==> src/rtl/sdp_pkg.sv <==
package sdp_pkg;
  localparam int unsigned BYTE_W = 8;
  localparam int unsigned BIT_W  = $clog2(BYTE_W);

  typedef struct packed {
    logic              is_in;
    logic              assigned;
    logic              idle_en;
    logic [BYTE_W-1:0] idle;
  } slot_cfg_t;

  typedef enum logic [1:0] {
    SRC_FLOAT = 2'd0,
    SRC_IDLE  = 2'd1,
    SRC_DATA  = 2'd2,
    SRC_INPUT = 2'd3
  } slot_src_t;
endpackage

==> src/rtl/sdp_cfg_bank.sv <==
module sdp_cfg_bank
  import sdp_pkg::*;
#(
  parameter  int unsigned NSLOT  = 8,
  localparam int unsigned SLOT_W = $clog2(NSLOT)
) (
  input  logic              clk,
  input  logic              rst_n,
  input  logic              we,
  input  logic [SLOT_W-1:0] wslot,
  input  slot_cfg_t         wcfg,
  input  logic              frame_start,
  output slot_cfg_t         cfg_now [NSLOT],
  output logic [NSLOT-1:0]  act_in
);
  slot_cfg_t pend [NSLOT];
  slot_cfg_t live [NSLOT];

  for (genvar i = 0; i < NSLOT; i++) begin : g_slot
    localparam logic PRESET_IN = (i >= NSLOT / 2);

    // pending copy: written by software strobe at any time
    always_ff @(posedge clk or negedge rst_n) begin
      if (!rst_n) begin
        pend[i].is_in    <= PRESET_IN;
        pend[i].assigned <= 1'b0;
        pend[i].idle_en  <= 1'b0;
        pend[i].idle     <= '0;
      end else if (we && (wslot == SLOT_W'(i))) begin
        pend[i] <= wcfg;
      end
    end

    // live copy: follows pending only at frame start
    always_ff @(posedge clk or negedge rst_n) begin
      if (!rst_n) begin
        live[i].is_in    <= PRESET_IN;
        live[i].assigned <= 1'b0;
        live[i].idle_en  <= 1'b0;
        live[i].idle     <= '0;
      end else if (frame_start) begin
        live[i] <= pend[i];
      end
    end

    // at the frame start edge the new settings already apply to slot 0
    assign cfg_now[i] = frame_start ? pend[i] : live[i];
    assign act_in[i]  = live[i].is_in;
  end
endmodule

==> src/rtl/sdp_tx_lane.sv <==
module sdp_tx_lane
  import sdp_pkg::*;
#(
  parameter  int unsigned NSLOT  = 8,
  localparam int unsigned SLOT_W = $clog2(NSLOT)
) (
  input  logic              clk,
  input  logic              rst_n,
  input  logic              tx_stb,
  input  logic [SLOT_W-1:0] pos_slot,
  input  logic [BIT_W-1:0]  pos_bit,
  input  slot_cfg_t         cfg_now [NSLOT],
  input  logic              od_mode,
  input  logic              standby,
  input  logic              tx_valid,
  output logic              tx_ready,
  input  logic [SLOT_W-1:0] tx_slot,
  input  logic [BYTE_W-1:0] tx_data,
  output logic              sd_o,
  output logic              sd_oe
);
  logic [BYTE_W-1:0] hold [NSLOT];
  logic [NSLOT-1:0]  full;

  slot_cfg_t         c;
  slot_src_t         new_src, cur_src, sel_src;
  logic [BYTE_W-1:0] new_byte, cur_byte, sel_byte;
  logic [BIT_W-1:0]  bidx;
  logic              slot_start, take, consume;
  logic              drv_bit, drv_en;

  assign slot_start = tx_stb && (pos_bit == '0);
  assign tx_ready   = !full[tx_slot];
  assign take       = tx_valid && tx_ready;

  always_comb begin
    c = cfg_now[pos_slot];
    if (c.is_in)                             new_src = SRC_INPUT;
    else if (c.assigned && full[pos_slot])   new_src = SRC_DATA;
    else if (c.idle_en)                      new_src = SRC_IDLE;
    else                                     new_src = SRC_FLOAT;
    new_byte = (new_src == SRC_DATA) ? hold[pos_slot] : c.idle;
  end

  assign consume  = slot_start && (new_src == SRC_DATA);
  assign sel_src  = slot_start ? new_src  : cur_src;
  assign sel_byte = slot_start ? new_byte : cur_byte;
  assign bidx     = BIT_W'(BYTE_W - 1) - pos_bit;

  for (genvar i = 0; i < NSLOT; i++) begin : g_hold
    always_ff @(posedge clk or negedge rst_n) begin
      if (!rst_n) begin
        full[i] <= 1'b0;
        hold[i] <= '0;
      end else begin
        if (consume && (pos_slot == SLOT_W'(i))) full[i] <= 1'b0;
        if (take && (tx_slot == SLOT_W'(i))) begin
          full[i] <= 1'b1;
          hold[i] <= tx_data;
        end
      end
    end
  end

  always_ff @(posedge clk or negedge rst_n) begin
    if (!rst_n) begin
      cur_src  <= SRC_FLOAT;
      cur_byte <= '0;
      drv_bit  <= 1'b0;
      drv_en   <= 1'b0;
    end else if (tx_stb) begin
      if (slot_start) begin
        cur_src  <= new_src;
        cur_byte <= new_byte;
      end
      drv_bit <= sel_byte[bidx];
      drv_en  <= (sel_src == SRC_DATA) || (sel_src == SRC_IDLE);
    end
  end

  // pin shaping: open-drain releases for 1, standby releases always
  assign sd_o  = od_mode ? 1'b0 : drv_bit;
  assign sd_oe = !standby && drv_en && (!od_mode || !drv_bit);
endmodule

==> src/rtl/sdp_rx_lane.sv <==
module sdp_rx_lane
  import sdp_pkg::*;
#(
  parameter  int unsigned NSLOT  = 8,
  localparam int unsigned SLOT_W = $clog2(NSLOT)
) (
  input  logic              clk,
  input  logic              rst_n,
  input  logic              rx_stb,
  input  logic [SLOT_W-1:0] pos_slot,
  input  logic [BIT_W-1:0]  pos_bit,
  input  logic [NSLOT-1:0]  act_in,
  input  logic              sd_i,
  output logic              rx_valid,
  input  logic              rx_ready,
  output logic [SLOT_W-1:0] rx_slot,
  output logic [BYTE_W-1:0] rx_data
);
  logic [BYTE_W-2:0] sh;
  logic [BYTE_W-1:0] rbuf [NSLOT];
  logic [NSLOT-1:0]  flag;
  logic              sample, commit, pop;
  logic [SLOT_W-1:0] pick;

  assign sample = rx_stb && act_in[pos_slot];
  assign commit = sample && (pos_bit == BIT_W'(BYTE_W - 1));
  assign pop    = rx_valid && rx_ready;

  always_ff @(posedge clk or negedge rst_n) begin
    if (!rst_n)      sh <= '0;
    else if (sample) sh <= {sh[BYTE_W-3:0], sd_i};
  end

  for (genvar i = 0; i < NSLOT; i++) begin : g_buf
    always_ff @(posedge clk or negedge rst_n) begin
      if (!rst_n) begin
        flag[i] <= 1'b0;
        rbuf[i] <= '0;
      end else begin
        if (pop && (pick == SLOT_W'(i))) flag[i] <= 1'b0;
        if (commit && (pos_slot == SLOT_W'(i))) begin
          flag[i] <= 1'b1;
          rbuf[i] <= {sh, sd_i};
        end
      end
    end
  end

  // lowest flagged slot is presented first
  always_comb begin
    pick = '0;
    for (int i = NSLOT - 1; i >= 0; i--) begin
      if (flag[i]) pick = SLOT_W'(i);
    end
  end

  assign rx_valid = |flag;
  assign rx_slot  = pick;
  assign rx_data  = rbuf[pick];
endmodule

==> src/rtl/sdp_slot_port.sv <==
module sdp_slot_port
  import sdp_pkg::*;
#(
  parameter  int unsigned NSLOT  = 8,
  localparam int unsigned SLOT_W = $clog2(NSLOT)
) (
  input  logic              clk,
  input  logic              rst_n,
  input  logic              tx_stb,
  input  logic              rx_stb,
  input  logic [SLOT_W-1:0] pos_slot,
  input  logic [BIT_W-1:0]  pos_bit,
  input  logic              cfg_we,
  input  logic [SLOT_W-1:0] cfg_slot,
  input  logic              cfg_in,
  input  logic              cfg_asg,
  input  logic              cfg_idle_en,
  input  logic [BYTE_W-1:0] cfg_idle,
  input  logic              od_mode,
  input  logic              standby,
  input  logic              tx_valid,
  output logic              tx_ready,
  input  logic [SLOT_W-1:0] tx_slot,
  input  logic [BYTE_W-1:0] tx_data,
  output logic              rx_valid,
  input  logic              rx_ready,
  output logic [SLOT_W-1:0] rx_slot,
  output logic [BYTE_W-1:0] rx_data,
  input  logic              sd_i,
  output logic              sd_o,
  output logic              sd_oe
);
  slot_cfg_t        wcfg;
  slot_cfg_t        cfg_now [NSLOT];
  logic [NSLOT-1:0] act_in;
  logic             frame_start;

  assign frame_start = tx_stb && (pos_slot == '0) && (pos_bit == '0);

  always_comb begin
    wcfg.is_in    = cfg_in;
    wcfg.assigned = cfg_asg;
    wcfg.idle_en  = cfg_idle_en;
    wcfg.idle     = cfg_idle;
  end

  sdp_cfg_bank #(.NSLOT(NSLOT)) u_cfg (
    .clk        (clk),
    .rst_n      (rst_n),
    .we         (cfg_we),
    .wslot      (cfg_slot),
    .wcfg       (wcfg),
    .frame_start(frame_start),
    .cfg_now    (cfg_now),
    .act_in     (act_in)
  );

  sdp_tx_lane #(.NSLOT(NSLOT)) u_tx (
    .clk     (clk),
    .rst_n   (rst_n),
    .tx_stb  (tx_stb),
    .pos_slot(pos_slot),
    .pos_bit (pos_bit),
    .cfg_now (cfg_now),
    .od_mode (od_mode),
    .standby (standby),
    .tx_valid(tx_valid),
    .tx_ready(tx_ready),
    .tx_slot (tx_slot),
    .tx_data (tx_data),
    .sd_o    (sd_o),
    .sd_oe   (sd_oe)
  );

  sdp_rx_lane #(.NSLOT(NSLOT)) u_rx (
    .clk     (clk),
    .rst_n   (rst_n),
    .rx_stb  (rx_stb),
    .pos_slot(pos_slot),
    .pos_bit (pos_bit),
    .act_in  (act_in),
    .sd_i    (sd_i),
    .rx_valid(rx_valid),
    .rx_ready(rx_ready),
    .rx_slot (rx_slot),
    .rx_data (rx_data)
  );
endmodule

==> config.mk <==
export PLATFORM = sky130hd
export DESIGN_NAME = sdp_slot_port
export DESIGN_NICKNAME = d
export VERILOG_FILES = /design/src/rtl/sdp_pkg.sv /design/src/rtl/sdp_cfg_bank.sv /design/src/rtl/sdp_tx_lane.sv /design/src/rtl/sdp_rx_lane.sv /design/src/rtl/sdp_slot_port.sv
export SDC_FILE = /design/constraint.sdc
export NUM_CORES = 1
export LEC_CHECK = 0
export ABC_AREA = 0
export BUFFER_PORTS_ARGS = -buffer_cell sky130_fd_sc_hd__buf_2
export CAP_MARGIN = 25
export CORE_MARGIN = 8
export CORE_UTILIZATION = 62
export DETAILED_ROUTE_END_ITERATION = 6
export GPL_ROUTABILITY_DRIVEN = 0
export PLACE_DENSITY = 0.83
export RECOVER_POWER = 25
export SLEW_MARGIN = 20
export SYNTH_ARGS = -nofsm -noshare
export SYNTH_HDL_FRONTEND = slang
export SYNTH_SLANG_ARGS = --single-unit
==> constraint.sdc <==
create_clock -name clk -period 3 [get_ports clk]
set_clock_uncertainty 0.05 [all_clocks]
set_input_delay 0.15 -clock clk [delete_from_list [all_inputs] [get_ports clk]]
set_output_delay 0.15 -clock clk [all_outputs]
set_load 0.02 [all_outputs]
==> summary.md <==
| Metric | Value |
|---|---|
| Status | `finished with violations` |
| Failing checks | `max-capacitance violations, max-slew violations` |
| Async SR Flop Fraction | `100%` |
| CP endpoint | `rx_data[0]` |
| DR vias | `9640` |
| CTS H-tree lvls | `2` |
| Max IR drop VDD | `0.479 mV` |
| Worst R2R Setup Slack | `280 ps` |
| FF-to-FF Start | `u_cfg.act_in[3]` |
| Area grow syn2layout | `14.6%` |
| Mean post-synth cell area | `14.0 µm²` |
| DRC Markers | `0` |
| RSZ-0062 raised after global routing | `false` |
| Critical Path Start Type | `flip-flop` |
| Max_cap viols | `1` |
| # IOs | `56` |
| Grt ovf | `0` |
| Post-CTS Setup Bufs | `0` |
| Post-Synthesis Cells | `1079` |
| Post-DP HPWL | `22.8 mm` |
| CTS tree | `yes` |
| Final Cycle Share | `95.6%` |
| Tmin final | `2870 ps` |
| Initial DRC count | `1000` |
| Top Metal Used | `met5` |
| Core area | `24100 µm²` |
| Area of the mapped netlist | `15100 µm²` |
| Clk slew on worst S/H paths | `60 ps` |
| Total Routed Length | `35.2 mm` |
| Kind of critical path | `flip-flop to primary output` |
| Die width | `172 µm` |
| Yosys warnings | `0` |
| Number of CTS-inserted buffers | `36` |
| FP Rows | `57` |
| Clock tree sinks | `337` |
| I/O Buffers | `55` |
| Critical Path Start | `u_rx.flag[0]` |
| Total track usage | `24.7%` |
| Pwr per Cell Area | `734 nW/µm²` |
| Router iterations before antenna repair | `5` |
| Worst-skew pair later-pin latency | `530 ps` |
| Share of the yosys chip area belonging to registers | `55.8%` |
| Worst R2R End | `u_tx.cur_byte[1]` |
| Post-DR wirelength/cell | `23.0 µm` |
| Total Neg Setup Slack | `0 ps` |
| Initial Utilization | `62.7%` |
| Post-route ant nets | `0` |
| Chip Height | `172 µm` |
| Max Slew Vio Count | `81` |
| Fmax | `349 MHz` |
| Hold crit path type | `primary input to flip-flop` |
| Synth Register Bits | `337` |
| Nets@finish | `1219` |
| Metal3 WL | `2.12 mm` |
| Maximum clock path buffer count | `3` |
| Met1 Wirelength | `14.7 mm` |
| Top FF cell, synth | `dfrtp_1` |
| Worst slack, placed | `291 ps` |
| Initial antenna violation count | `2` |
| Ratio of cells with drive above 1 in the final layout | `41.6%` |
| Clock Tree Root | `clkbuf_16` |
| Worst slew pin tran | `2130 ps` |
| Worst path arrival time | `2670 ps` |
| EDFF count, synth | `0` |
| Post-Syn Nets | `1120` |
| Pleak | `7.88 nW` |
| Worst Reg2Reg Path Length in Cells | `6` |
| Critical Path RT | `2800 ps` |
| Crit Path Max Fanout | `14` |
| Crit end category | `primary output` |
| Count of different cell masters after synthesis | `61` |
| Final setup viols | `0` |
| Vias per inst | `6.30` |
| Worst slew margin | `-42.0%` |
| Final worst-path setup slack | `131 ps` |
| Die area | `29600 µm²` |
| Met2 wire len | `17.4 mm` |
| Largest net degree at the start of global routing | `94` |
| Number of global-route vias before repair | `10100` |
| Fin. Hold Viols | `0` |
| Util after Layout | `71.9%` |
| First-pass GRT wire length | `56.9 mm` |
-- logic make-up after synthesis --
logic type      count (synthesis)  synth area share [%]
mux                           377                  30.5
buf+inv                        86                  2.27
simple gates                  143                  5.16
flops                         337                  55.8
compound gates                136                  6.22
-- worst max-delay path: stages (launching register included) --
cell and delay, ps:
dfrtp_1 580, nor2_1 310, o31ai_2 130, inv_1 240, buf_4 290, a211oi_1 80
o32ai_1 300, buf_2 230
-- sequential cells by signal, indices dropped and copies added, names as in the netlist --
| name | flops |
|---|---|
| u_cfg.act_in | 8 |
| u_cfg.live | 79 |
| u_cfg.pend | 88 |
| u_rx.flag | 8 |
| u_rx.rbuf | 64 |
| u_rx.sh | 7 |
| u_tx.cur_byte | 7 |
| u_tx.cur_src | 2 |
| u_tx.drv_bit | 1 |
| u_tx.drv_en | 1 |
| u_tx.full | 8 |
| u_tx.hold | 64 |
-- area by class of cell --
class	count	area, µm²
tap	324	405
timing repair buffer	122	897
clock buffer	53	1040
inverter	25	93.8
antenna	2	5.00
fill	1587	6780
multi-input combinational	656	6380
sequential	337	8440
clock inverter	11	66.3
-- cell usage in the layout (no fill, tap or decap), types with 4 or more instances in the layout --
| cell type | netlist | final |
|---|---|---|
| nor2b_1 | 4 | 4 |
| nand2b_1 | 11 | 11 |
| mux2_1 | 30 | 30 |
| o31ai_1 | 10 | 9 |
| nor2_1 | 37 | 36 |
| o21ai_0 | 36 | 36 |
| o22ai_1 | 5 | 5 |
| nand2_1 | 42 | 42 |
| dfrtp_1 | 329 | 329 |
| mux4_2 | 32 | 32 |
| o32ai_1 | 8 | 6 |
| clkbuf_16 | 0 | 37 |
| a21oi_1 | 11 | 11 |
| buf_4 | 0 | 29 |
| dlygate4sd3_1 | 0 | 24 |
| nor3_1 | 5 | 4 |
| nand3_1 | 13 | 13 |
| inv_1 | 23 | 23 |
| mux2_4 | 8 | 8 |
| mux2i_1 | 16 | 16 |
| buf_12 | 0 | 7 |
| a211oi_1 | 35 | 34 |
| a21o_1 | 5 | 5 |
| mux2_2 | 291 | 291 |
| nand4_1 | 8 | 8 |
| dfstp_2 | 8 | 8 |
| clkbuf_1 | 43 | 20 |
| buf_2 | 9 | 52 |
| clkbuf_8 | 0 | 5 |
| clkinv_2 | 0 | 8 |
-- where the power goes --
part | switching (mW) | leakage (nW) | internal, mW
sequential | 0.650 | 4.25 | 5.50
clock | 1.77 | 0.549 | 2.40
combinational | 1.12 | 3.08 | 1.28
-- cell usage after synthesis (all sizes together) (4+ instances only) --
cell type / instances / area share, %
a211oi: 35 / 1.7
a21o: 5 / 0.25
a21oi: 11 / 0.36
buf: 16 / 0.52
clkbuf: 45 / 1.1
dfrtp: 329 / 54
dfstp: 8 / 1.4
inv: 24 / 0.60
mux2: 329 / 25
mux2i: 16 / 1.1
mux4: 32 / 4.8
nand2: 43 / 1.1
nand2b: 11 / 0.46
nand3: 13 / 0.43
nand4: 8 / 0.33
nor2: 37 / 0.92
nor2b: 4 / 0.17
nor3: 7 / 0.34
nor3b: 5 / 0.40
o21ai: 36 / 1.2
o22ai: 5 / 0.21
o31ai: 10 / 0.50
o32ai: 8 / 0.46
-- metrics by stage --
stage | hold WS, ps | instances | instance area (µm²) | power, mW
2_1_floorplan | -196 | 1079 | 15100 | 7.67
3_3_place_gp | 139 | 1439 | 16000 | 8.36
3_5_place_dp | 144 | 1439 | 16000 | 8.53
4_1_cts | 43.7 | 1527 | 17300 | 12.8
5_1_grt | 71.8 | 1529 | 17300 | 13.3
6_report | 72.5 | 1530 | 17300 | 12.7
-- routing by layer --
layer	vias to the layer above	track usage, %
li1	4198	-
met1	5027	32.8
met2	331	40.4
met3	82	5.16
met4	2	8.36
met5	-	0
-- worst min path at each step --
| stage | to | start | slack, ps | cells past startpoint |
|---|---|---|---|---|
| 2_1_floorplan | u_cfg.act_in[0] | rst_n | -200 | 0 |
| 3_3_place_gp | u_cfg.pend[68] | rst_n | 140 | 1 |
| 3_5_place_dp | u_cfg.pend[14] | rst_n | 140 | 1 |
| 4_1_cts | u_tx.cur_byte[2] | pos_slot[2] | 40 | 3 |
| 5_1_grt | u_tx.cur_byte[2] | pos_slot[2] | 70 | 3 |
| 6_report | u_cfg.pend[76] | cfg_slot[1] | 70 | 3 |
-- repair_timing --
| action | in CTS | in global routing |
|---|---|---|
| endpoints found under the setup margin | 0 | 2 |
| resized for setup | 0 | 3 |
| endpoints found under the hold margin | 249 | 0 |
| hold buffers | 24 | 0 |
Power figures use the tool's default switching activity.
